--- config.mk ---
export PLATFORM = sky130hd
export DESIGN_NAME = issue_scoreboard
export DESIGN_NICKNAME = d
export VERILOG_FILES = /design/src/rtl/sb_pkg.sv /design/src/rtl/sb_unit_tracker.sv /design/src/rtl/sb_datapath.sv /design/src/rtl/sb_control.sv /design/src/rtl/issue_scoreboard.sv
export SDC_FILE = /design/constraint.sdc
export NUM_CORES = 1
export LEC_CHECK = 0
export CELL_PAD_IN_SITES_DETAIL_PLACEMENT = 1
export CELL_PAD_IN_SITES_GLOBAL_PLACEMENT = 2
export CORE_ASPECT_RATIO = 0.9
export CORE_UTILIZATION = 35
export CTS_CLUSTER_SIZE = 8
export DETAILED_ROUTE_END_ITERATION = 8
export DONT_BUFFER_PORTS = 1
export PLACE_DENSITY = 0.81
export REMOVE_ABC_BUFFERS = 1
export SYNTH_ARGS = -nofsm -noshare
export SYNTH_HDL_FRONTEND = slang
export SYNTH_SLANG_ARGS = --single-unit
--- constraint.sdc ---
create_clock -name clk -period 4.9 [get_ports clk]
set_clock_uncertainty 0.05 [all_clocks]
set_input_delay 0.98 -clock clk [delete_from_list [all_inputs] [get_ports clk]]
set_output_delay 0.98 -clock clk [all_outputs]
set_load 0.1 [all_outputs]
--- src/rtl/sb_pkg.sv ---
package sb_pkg;

  localparam int NUM_REGS  = 32;
  localparam int REG_W     = $clog2(NUM_REGS);
  localparam int NUM_UNITS = 4;
  localparam int UNIT_W    = $clog2(NUM_UNITS);
  localparam int LAT_INT   = 1;
  localparam int LAT_ADD   = 1;
  localparam int LAT_MUL   = 3;
  localparam int LAT_DIV   = 4;
  localparam int MAX_LAT   = 4;
  // counter must also hold MAX_LAT + 1 for the completion comparison
  localparam int CNT_W     = $clog2(MAX_LAT + 2);

  localparam int LAT_TABLE [NUM_UNITS] = '{LAT_INT, LAT_ADD, LAT_MUL, LAT_DIV};

  typedef enum logic [UNIT_W-1:0] {
    UNIT_INT = 2'd0,
    UNIT_ADD = 2'd1,
    UNIT_MUL = 2'd2,
    UNIT_DIV = 2'd3
  } unit_e;

  // strobes from control to datapath
  typedef struct packed {
    logic                 fire;
    logic [NUM_UNITS-1:0] unitSel;
    logic [REG_W-1:0]     dest;
  } sb_strobe_t;

endpackage

--- src/rtl/sb_unit_tracker.sv ---
module sb_unit_tracker
  import sb_pkg::*;
#(
  parameter int LATENCY = 1
) (
  input  logic             clk,
  input  logic             rstN,
  input  logic             start,
  input  logic [REG_W-1:0] startDest,
  output logic [CNT_W-1:0] remain,
  output logic [REG_W-1:0] dest,
  output logic             busy,
  output logic             finishing
);

  localparam logic [CNT_W-1:0] LOAD_VAL = CNT_W'(LATENCY);

  always_ff @(posedge clk) begin
    if (!rstN) begin
      remain <= '0;
      dest   <= '0;
    end else begin
      if (start) begin
        remain <= LOAD_VAL;
        dest   <= startDest;
      end else if (remain != '0) begin
        remain <= remain - 1'b1;
      end
    end
  end

  // an operation in its final cycle frees the unit for the next dispatch
  assign finishing = (remain == CNT_W'(1));
  assign busy      = (remain > CNT_W'(1));

endmodule

--- src/rtl/sb_datapath.sv ---
module sb_datapath
  import sb_pkg::*;
(
  input  logic                             clk,
  input  logic                             rstN,
  input  sb_strobe_t                       strobe,
  output logic [NUM_UNITS-1:0]             busyVec,
  output logic [NUM_UNITS-1:0]             finishVec,
  output logic [NUM_UNITS-1:0][CNT_W-1:0]  remainArr,
  output logic [NUM_REGS-1:0]              pendingRaw,
  output logic [NUM_REGS-1:0]              pendingEff,
  output logic                             wbValid,
  output logic [UNIT_W-1:0]                wbUnit,
  output logic [REG_W-1:0]                 wbDest
);

  logic [NUM_UNITS-1:0][REG_W-1:0] destArr;
  logic [NUM_REGS-1:0]             clearMask;
  logic [NUM_REGS-1:0]             setMask;

  for (genvar u = 0; u < NUM_UNITS; u++) begin : gUnit
    sb_unit_tracker #(
      .LATENCY (LAT_TABLE[u])
    ) tracker (
      .clk       (clk),
      .rstN      (rstN),
      .start     (strobe.unitSel[u]),
      .startDest (strobe.dest),
      .remain    (remainArr[u]),
      .dest      (destArr[u]),
      .busy      (busyVec[u]),
      .finishing (finishVec[u])
    );
  end

  // single write-back port: select the finishing unit
  always_comb begin
    wbValid = 1'b0;
    wbUnit  = '0;
    wbDest  = '0;
    for (int u = 0; u < NUM_UNITS; u++) begin
      if (finishVec[u]) begin
        wbValid = 1'b1;
        wbUnit  = UNIT_W'(u);
        wbDest  = destArr[u];
      end
    end
  end

  always_comb begin
    clearMask = '0;
    setMask   = '0;
    if (wbValid)     clearMask[wbDest]      = 1'b1;
    if (strobe.fire) setMask[strobe.dest]   = 1'b1;
  end

  // clear is visible to this cycle's hazard checks
  assign pendingEff = pendingRaw & ~clearMask;

  always_ff @(posedge clk) begin
    if (!rstN) begin
      pendingRaw <= '0;
    end else begin
      pendingRaw <= (pendingRaw & ~clearMask) | setMask;
    end
  end

endmodule

--- src/rtl/sb_control.sv ---
module sb_control
  import sb_pkg::*;
(
  input  logic                             inValid,
  input  logic [UNIT_W-1:0]                inUnit,
  input  logic [REG_W-1:0]                 inDest,
  input  logic [REG_W-1:0]                 inSrc1,
  input  logic [REG_W-1:0]                 inSrc2,
  input  logic [NUM_UNITS-1:0]             busyVec,
  input  logic [NUM_UNITS-1:0][CNT_W-1:0]  remainArr,
  input  logic [NUM_REGS-1:0]              pendingEff,
  output logic                             inReady,
  output sb_strobe_t                       strobe
);

  logic [CNT_W-1:0] newDone;
  logic             structHaz;
  logic             rawHaz;
  logic             wawHaz;
  logic             portHaz;

  // cycle count until the new op's write-back, as seen in the remain counters
  always_comb begin
    newDone = CNT_W'(LAT_TABLE[inUnit] + 1);
  end

  always_comb begin
    portHaz = 1'b0;
    for (int u = 0; u < NUM_UNITS; u++) begin
      if (remainArr[u] == newDone) portHaz = 1'b1;
    end
  end

  assign structHaz = busyVec[inUnit];
  assign rawHaz    = pendingEff[inSrc1] | pendingEff[inSrc2];
  assign wawHaz    = pendingEff[inDest];
  assign inReady   = !(structHaz | rawHaz | wawHaz | portHaz);

  always_comb begin
    strobe.fire    = inValid && inReady;
    strobe.unitSel = '0;
    if (strobe.fire) strobe.unitSel[inUnit] = 1'b1;
    strobe.dest    = inDest;
  end

endmodule

--- src/rtl/issue_scoreboard.sv ---
module issue_scoreboard
  import sb_pkg::*;
(
  input  logic              clk,
  input  logic              rstN,
  input  logic              inValid,
  output logic              inReady,
  input  logic [UNIT_W-1:0] inUnit,
  input  logic [REG_W-1:0]  inDest,
  input  logic [REG_W-1:0]  inSrc1,
  input  logic [REG_W-1:0]  inSrc2,
  output logic              wbValid,
  output logic [UNIT_W-1:0] wbUnit,
  output logic [REG_W-1:0]  wbDest
);

  sb_strobe_t                      strobe;
  logic [NUM_UNITS-1:0]            busyVec;
  logic [NUM_UNITS-1:0]            finishVec;
  logic [NUM_UNITS-1:0][CNT_W-1:0] remainArr;
  logic [NUM_REGS-1:0]             pendingRaw;
  logic [NUM_REGS-1:0]             pendingEff;

  sb_control ctrl (
    .inValid    (inValid),
    .inUnit     (inUnit),
    .inDest     (inDest),
    .inSrc1     (inSrc1),
    .inSrc2     (inSrc2),
    .busyVec    (busyVec),
    .remainArr  (remainArr),
    .pendingEff (pendingEff),
    .inReady    (inReady),
    .strobe     (strobe)
  );

  sb_datapath dp (
    .clk        (clk),
    .rstN       (rstN),
    .strobe     (strobe),
    .busyVec    (busyVec),
    .finishVec  (finishVec),
    .remainArr  (remainArr),
    .pendingRaw (pendingRaw),
    .pendingEff (pendingEff),
    .wbValid    (wbValid),
    .wbUnit     (wbUnit),
    .wbDest     (wbDest)
  );

endmodule

==> impl_metrics.yaml, run 1 <==
setup_path:
  crit_start: "dp.gUnit[1].tracker.remain[1]"
  crit_type: "reg -> out"
  r2r_setup_slack_ps: 230
  reg2reg_from: "dp.gUnit[1].tracker.remain[1]"
  endpoint_kind: "output pin"
  rr_worst_depth: 16
  required_ps: 3870
  critPathMaxFanout: 9
  cp-start-kind: "register"
  cp.arrival_ps: 3890
floorplan:
  start_util_pct: 36.59
  die_h_um: 109.4
  dieArea_mm2: 0.01328
  pin_count: 29
  die_w_um: 121.4
  coreArea_mm2: 0.01227
  num_rows: 38
logic_synthesis:
  synthTopCellsByCount: "dfxtp_1 (64), nand2_1 (48), nand3_1 (41), o21ai_0 (29), clkbuf_1 (26)"
  syn_inst: 552
  yosysWarnings: 0
  mappedNetlistArea_mm2: 0.004488
  ys_seq_area_share_pct: 28.55
  ys_ff_latch: 64
  synth_area_per_cell_um2: 8.131
  synth_enable_flop_cells: 0
  synth.most_common_cell: "dfxtp_1"
  synthArstFlopShare_pct: 0
  synth_cell_types: 65
  synth-main-ff-cell: "dfxtp_1"
  yosysTopAreaCell: "dfxtp_1"
  synthTopCellsByArea: "dfxtp_1 (29%), mux2i_1 (5.4%), nand3_1 (4.6%), nand2_1 (4.0%), ha_1 (3.3%)"
  synth_top_area_share_pct: 28.55
timing:
  max_slew_margin_pct: 25.47
  hold_viol: 0
  fmax_ghz: 0.2032
  rsz0062_at_grt: "yes"
  setup_viol: 1
  timing.final.max_slew_violations: 0
  fin_crit_ps: 4921
  fin_ws_ps: -21.19
  post-route-period-util_pct: 100.4
  worst_pin_slew_ps: 1118
  whs_ps: 424.9
grt:
  grt_pass1_wl_mm: 27.54
  antenna_found_initial: 0
  grt_max_degree: 70
  grtUsageTotal_pct: 27.56
  grt_pass1_vias: 4709
  gr-total-overflow: 0
detailed_routing:
  drt_first_pass_iters: 7
  dr_wl_met3_mm: 1.448
  drtAntennaViolNets: 0
  wl_met2_mm: 8.541
  wl_per_cell_um: 24.90
  wl_met1_mm: 8.414
  drc_errors: 0
  highest_layer: "met4"
  vias: 4897
  drt-vias-per-instance: 6.427
  drtIter0Drc: 462
  wirelength_mm: 18.97
clock_tree:
  cts_made_buffers: 9
  cts_tree: "built"
  cts_hold_buffers: 0
  cts.clk_slew.worst_paths_ps: 60
  cts_root_buffer: "clkbuf_16"
  cts.htree.levels: 3
  clock_latency_ps: 350
  cts_buffer_depth: 2
  cts_sinks: 64
hold_path:
  hold_depth: 2
  hold_path.class: "reg -> reg"
  worstHoldStart: "dp.gUnit[2].tracker.dest[4]"
final_layout:
  area_delta_synth_final_pct: 30.89
  post-route-util_pct: 47.89
  final_net_count: 629
  drive_above_1_share_pct: 28.41
  diodes: 0
power:
  p_per_area_mw_per_mm2: 542.4
  ir_drop_mv: 0.2761
  cellLeakagePower_nw: 2.017
placement:
  place.gp.congestion: 0.9315
  portBuffers: 0
  hpwl_mm: 12.49
run_status:
  violations: "setup timing"
  status: "finished with violations"
job:
  max-cap-violations: 0
## what timing repair did
action | CTS | global route
buffers inserted | 6 | 18
gates resized for setup | 61 | 46
endpoints found under the setup margin | 45 | 1
pin swaps | 9 | 19
## sequential cells by signal, indices dropped and copies added (netlist names)
| signal | flops |
|---|---|
| dp.pendingRaw | 32 |
| dp.gUnit.tracker.remain | 12 |
| dp.gUnit.tracker.dest | 20 |
## kinds of logic after synthesis
logic type / count (synthesis) / share of synthesized area [%]
xor gates and xnor gates: 4 / 0.7805
DFF: 64 / 28.55
muxes: 30 / 7.611
adders and majority gates: 12 / 3.345
and+or+nand+nor: 203 / 24.42
buffers and inverters: 61 / 5.492
AOI/OAI and AO/OA: 178 / 29.80
## layout make-up
type | instances | area (µm²)
inverters | 21 | 88.84
flip-flops and latches | 64 | 1290
well taps | 160 | 200.2
clock buffers | 10 | 239.0
multi-input cells | 427 | 3381
clock inverters | 6 | 67.56
repair buffers | 74 | 608.1
fillers | 1409 | 6392
## placed cells by master (no fill, tap or decap), drive strengths merged, types with 7 or more instances in the layout
cell type / count
nor2b: 17
a21oi: 9
nand4: 7
nand2: 48
nor3: 12
inv: 22
mux2i: 24
a31oi: 7
nor3b: 11
nor2: 22
nand3b: 7
o22ai: 10
buf: 73
o21a: 10
nand2b: 11
o21ai: 29
a21boi: 33
o2111ai: 13
o41ai: 7
dfxtp: 64
o211ai: 18
ha: 12
clkbuf: 11
nand3: 42
## stage by stage
stage	cells	setup WS, ps	setup TNS [ps]	power [mW]	instance area [µm²]
after floorplan	512	-2763	-32680	1.560	4322
after detailed placement	722	-383.7	-2814	2.042	4937
after CTS	744	14.47	0	2.889	5530
after global routing	762	-138.8	-138.8	3.299	5874
final	762	-21.19	-21.19	3.186	5874
after global placement	722	-424.3	-3814	2.004	4937
## critical path, stage by stage, from the launching register on
cell and delay [ps]:
dfxtp_4 370, inv_2 70, ha_4 170, nor2b_2 180, or3_1 390, a21oi_2 210
buf_4 170, nand3_2 140, buf_6 180, o21ai_0 350, o22ai_1 170, a222oi_1 270
buf_4 200, nand3_1 120, nor4_4 300, clkbuf_16 250
## worst paths after layout
check	to
worst max-delay path	inReady
worst min-delay path	dp.gUnit[2].tracker.dest[4]
worst max register to register	dp.gUnit[0].tracker.dest[1]
worst min register to register	dp.gUnit[2].tracker.dest[4]
## power by group
| part | internal (mW) | switching (mW) |
|---|---|---|
| Combinational | 0.648 | 1.21 |
| Sequential | 0.574 | 0.0743 |
| Clock | 0.409 | 0.266 |
| Total | 1.63 | 1.55 |
## metal layers
layer | GRT usage (%) | vias to the layer above
met5 | 0 | -
met2 | 40.58 | 211
met4 | 10.32 | 0
met3 | 6.691 | 45
li1 | - | 2196
met1 | 38.60 | 2445
(Power assumes the default switching activity.)
==> run 2: changes to the inputs <==
--- a/constraint.sdc
+++ b/constraint.sdc
@@ -4,2 +4,2 @@
 set_output_delay 0.98 -clock clk [all_outputs]
-set_load 0.1 [all_outputs]
+set_load 0.005 [all_outputs]
==> impl_metrics.yaml, run 2 (same netlist as run 1, synthesis figures left out) <==
setup_path:
  crit_type: "reg -> out"
  cp.arrival_ps: 3780
  rr_worst_depth: 19
  critPathBufInv: 7
  crit_slowest_cell: "o32ai_4"
  cpPeakStageDelay_ps: 460
  reg2reg_to: "dp.gUnit[0].tracker.dest[3]"
  crit_start: "dp.gUnit[2].tracker.remain[1]"
  r2r_setup_slack_ps: 470
  critPathMaxFanout: 9
  required_ps: 3870
  critical_path.top_delay_family: "compound AO/OA/AOI/OAI gates"
  crit_top_cell: "buf_4"
  cp-endpoint: "inReady"
  reg2reg_from: "dp.gUnit[2].tracker.remain[1]"
  endpoint_kind: "output pin"
  cp-start-kind: "register"
  cp.depth: 17
  crit_chain: "inv_2 -> ha_4 -> nor2b_1 -> buf_6 -> a21o_1 -> o32ai_4 -> inv_4 -> o41ai_2 -> buf_4 -> buf_4 -> buf_4 -> nand2b_1 -> nand4_1 -> a211oi_2 -> a211oi_2 -> nor4_2 -> buf_4"
timing:
  setup_viol: 0
  fmax_ghz: 0.2077
  hold_viol: 0
  max_slew_margin_pct: 43.80
  rsz0062_at_grt: "no"
  fin_crit_ps: 4814
  worst_pin_slew_ps: 836.6
  post-route-period-util_pct: 98.25
  timing.final.max_slew_violations: 0
placement:
  hpwl_mm: 12.66
  portBuffers: 0
  place.gp.congestion: 0.9793
final_layout:
  biggestRegsByFlops: "dp.pendingRaw x32, dp.gUnit.tracker.dest x20, dp.gUnit.tracker.remain x12"
  diodes: 0
  top_register: "dp.pendingRaw"
  post-route-util_pct: 44.76
  mostFrequentLayoutCells: "dfxtp_1 (61), buf_4 (46), nand2_1 (43), nand3_1 (39), mux2i_1 (23)"
  area_delta_synth_final_pct: 22.33
  final_common_cell: "dfxtp_1"
  largest_reg_flops: 32
  final_net_count: 605
  drive_above_1_share_pct: 21.80
power:
  cellLeakagePower_nw: 1.891
  power.total_mw: 2.525
  p_per_area_mw_per_mm2: 460.0
  ir_drop_mv: 0.1911
hold_path:
  hold_depth: 2
  hold_path.class: "reg -> reg"
detailed_routing:
  wirelength_mm: 17.52
  drc_errors: 0
  drt-vias-per-instance: 6.420
  vias: 4738
  drtAntennaViolNets: 0
  drt_first_pass_iters: 8
  wl_per_cell_um: 23.74
  drtIter0Drc: 479
floorplan:
  coreArea_mm2: 0.01227
  num_rows: 38
  pin_count: 29
  die_h_um: 109.4
  start_util_pct: 36.59
  dieArea_mm2: 0.01328
  die_w_um: 121.4
grt:
  gr-total-overflow: 0
  grt_pass1_wl_mm: 27.19
  grt_max_degree: 70
  grtUsageTotal_pct: 27.15
  antenna_found_initial: 0
  grt_pass1_vias: 4741
clock_tree:
  cts_made_buffers: 9
  cts_tree: "built"
  cts_root_buffer: "clkbuf_16"
  cts.clk_slew.worst_paths_ps: 50
  clock_latency_ps: 340
  cts_sinks: 64
  cts_buffer_depth: 2
  cts.htree.levels: 3
  cts_hold_buffers: 0
run_status:
  status: "complete, no violations"
job:
  max-cap-violations: 0
run 2: what timing repair did:
| item | 4_1_cts | 5_1_grt |
|---|---|---|
| endpoints found under the setup margin | 1 | 1 |
| pin swaps | 3 | 8 |
| buffers inserted | 5 | 5 |
| gates resized for setup | 27 | 39 |
run 2: worst min-delay path: cells and delay by family, from the launching register on:
kind	cells	cell delay, ps
flip-flops	1	310
multiplexers	1	60
AND/OR/NAND/NOR	1	50
run 2: power by group:
| part | internal (mW) | switching, mW |
|---|---|---|
| combinational | 0.429 | 0.730 |
| sequential | 0.572 | 0.0723 |
| clock | 0.487 | 0.235 |
run 2: how the worst min path moves through the flow:
stage,from,end,slack [ps]
6_report,dp.gUnit[2].tracker.dest[0],dp.gUnit[2].tracker.dest[0],420
5_1_grt,dp.gUnit[0].tracker.dest[1],dp.gUnit[0].tracker.dest[1],450
4_1_cts,dp.gUnit[1].tracker.dest[2],dp.gUnit[1].tracker.dest[2],420
3_5_place_dp,dp.gUnit[1].tracker.dest[2],dp.gUnit[1].tracker.dest[2],410
3_3_place_gp,dp.gUnit[1].tracker.dest[2],dp.gUnit[1].tracker.dest[2],400
2_1_floorplan,dp.gUnit[0].tracker.dest[2],dp.gUnit[0].tracker.dest[2],380
run 2: final cells by class:
class                   instances  area [µm²]
clock inverters                 2       60.06
inverters                      21       88.84
multi-input cells             427        3183
repair buffers                 50       399.1
flip-flops and latches         64        1285
well taps                     160       200.2
fillers                      1458        6777
clock buffers                  14       274.0
run 2: metal layers:
layer / global-route usage, % / part of all wire, % / up-vias / wire length [µm]
met4: 10.58 / 2.8 / 0 / 487
met3: 6.535 / 7.7 / 36 / 1343
met2: 41.07 / 44 / 198 / 7764
met1: 37.01 / 45 / 2360 / 7924
met5: 0 / 0 / - / 0
li1: - / - / 2144 / -
run 2: through the flow:
step                setup WS, ps  setup TNS (ps)  hold slack, ps  std cells  cell area, µm²
finish                     85.56               0           417.5        738            5490
global placement          -17.04          -17.04           395.6        712            4835
global route               1.658               0           447.9        738            5490
floorplan                 -396.1           -3030           379.8        512            4322
CTS                        17.64               0           416.1        733            5298
detailed placement        -67.17          -67.17           409.5        712            4835
==> run 3: changes to the inputs <==
CORE_MARGIN = 2   (was unset)
SLEW_MARGIN = 10   (was unset)
==> impl_metrics.yaml, run 3 (same netlist as run 1, synthesis figures left out) <==
timing:
  hold_viol: 0
  worst_pin_slew_ps: 1017
  fin_crit_ps: 4887
  setup_viol: 0
  max_slew_margin_pct: 32.07
  tns_ps: 0
  timing.final.max_slew_violations: 0
  fmax_ghz: 0.2046
  post-route-period-util_pct: 99.73
  whs_ps: 408.2
final_layout:
  post-route-util_pct: 43.75
  final_area_mm2: 0.005508
  final_cells: 743
  top_register: "dp.pendingRaw"
  final_common_cell: "dfxtp_1"
  largest_reg_flops: 32
  mostFrequentLayoutCells: "dfxtp_1 (59), buf_4 (50), nand2_1 (44), nand3_1 (39), o21ai_0 (25)"
  diodes: 0
  area_delta_synth_final_pct: 22.72
  biggestRegsByFlops: "dp.pendingRaw x32, dp.gUnit.tracker.dest x20, dp.gUnit.tracker.remain x12"
  final_net_count: 607
  drive_above_1_share_pct: 21.59
setup_path:
  cp.arrival_ps: 3860
  cpPeakStageDelay_ps: 490
  required_ps: 3870
  crit_type: "reg -> out"
  crit_slowest_cell: "a222oi_1"
  cp-start-kind: "register"
  endpoint_kind: "output pin"
  crit_chain: "inv_2 -> ha_4 -> nor2b_1 -> buf_6 -> a31oi_1 -> o21a_2 -> inv_2 -> o41ai_1 -> buf_4 -> o22ai_1 -> a222oi_1 -> o211ai_1 -> nor4_4 -> buf_4"
  critPathMaxFanout: 9
clock_tree:
  cts_made_buffers: 9
  cts_buffer_depth: 2
  cts.htree.levels: 3
  clock_latency_ps: 340
  cts.clk_slew.worst_paths_ps: 60
  cts_tree: "built"
  cts_sinks: 64
  cts_root_buffer: "clkbuf_16"
floorplan:
  dieArea_mm2: 0.01375
  start_util_pct: 35.65
  die_h_um: 111.4
  die_w_um: 123.4
  num_rows: 39
  pin_count: 29
  coreArea_mm2: 0.01259
detailed_routing:
  vias: 4765
  drt_first_pass_iters: 5
  wl_per_cell_um: 23.96
  wirelength_mm: 17.81
  drtIter0Drc: 481
  drt-vias-per-instance: 6.413
  drtAntennaViolNets: 0
  drc_errors: 0
power:
  p_per_area_mw_per_mm2: 452.8
  combPwrFrac_pct: 47.0
  p_int_mw: 1.448
  ir_drop_mv: 0.2059
  power.share.switching_pct: 41.96
  p_switching_mw: 1.046
  seqPwrFrac_pct: 26.3
  cellLeakagePower_nw: 1.897
  clockPowerShare_pct: 26.7
placement:
  portBuffers: 0
  hpwl_mm: 12.65
  dp.cells: 718
  place_area_mm2: 0.004842
  place.gp.congestion: 0.9074
hold_path:
  hold_path.class: "reg -> reg"
job:
  max-cap-violations: 0
grt:
  grt_max_degree: 70
  grtUsageTotal_pct: 26.05
  gr-total-overflow: 0
  grt_pass1_wl_mm: 27.69
  grt_pass1_vias: 4767
  antenna_found_initial: 0
run_status:
  status: "complete, no violations"
[run 3: changes by cell type in the layout (fill, tap and decap cells not counted), sizes merged]
cell    before  now
bufinv       2    1
buf         50   52
clkbuf      14   12
clkinv       1    2
inv         20   21
[run 3: cell type report]
cell class | instances | area [µm²]
multi-input combinational | 427 | 3218
fill | 1498 | 7082
timing repair buffer | 52 | 406.6
inverter | 21 | 83.83
clock inverter | 3 | 40.04
clock buffer | 12 | 266.5
sequential | 64 | 1287
tap | 164 | 205.2
[run 3: path summary, 6_finish.rpt]
| kind | endpoint | depth (start not counted) | slack, ps | start |
|---|---|---|---|---|
| worst min-delay path | dp.gUnit[0].tracker.dest[1] | 2 | 410 | dp.gUnit[0].tracker.dest[1] |
| worst min register to register | dp.gUnit[0].tracker.dest[1] | 2 | 410 | dp.gUnit[0].tracker.dest[1] |
| worst max-delay path | inReady | 14 | 10 | dp.gUnit[2].tracker.remain[1] |
| worst max register to register | dp.gUnit[0].tracker.dest[0] | 18 | 420 | dp.gUnit[2].tracker.remain[1] |
[run 3: layer usage]
metal / share of wire, % / track usage [%] / vias to the layer above / routed length, µm
met3: 7.0 / 4.713 / 28 / 1247
met1: 46 / 38.77 / 2418 / 8204
li1: - / - / 2143 / -
met4: 1.8 / 6.364 / 0 / 323
met2: 45 / 38.64 / 176 / 8030
met5: 0 / 0 / - / 0
[run 3: critical path, delay by kind of cell, from the launching register on]
| family | cells | cell delay, ps |
|---|---|---|
| compound gates | 6 | 1860 |
| buf+inv | 5 | 730 |
| fa+ha+maj | 1 | 180 |
| simple gates | 2 | 400 |
| flops | 1 | 350 |
[run 3: timing repair]
action                     in CTS  in global routing
gates resized for setup        24                 37
setup buffers                   4                  6
hold buffers                    0                  0
setup endpoints to repair       1                  1
hold endpoints to repair        0                  0
pin swaps                       4                  5
[run 3: stage by stage]
stage          total power [mW]  setup slack (ps)
3_3_place_gp              1.541             171.8
5_1_grt                   2.639            -79.39
3_5_place_dp              1.585             47.51
2_1_floorplan             1.251            -396.1
4_1_cts                   2.353             5.480
6_report                  2.494             13.24
[run 3: power by group through the flow]
stage               Combinational, mW  Clock [mW]  Sequential, mW
global placement                0.895           0           0.646
detailed placement              0.935           0           0.650
CTS                              1.04       0.673           0.644
floorplan                       0.625           0           0.626
finish                           1.17       0.666           0.655
global route                     1.28       0.699           0.663
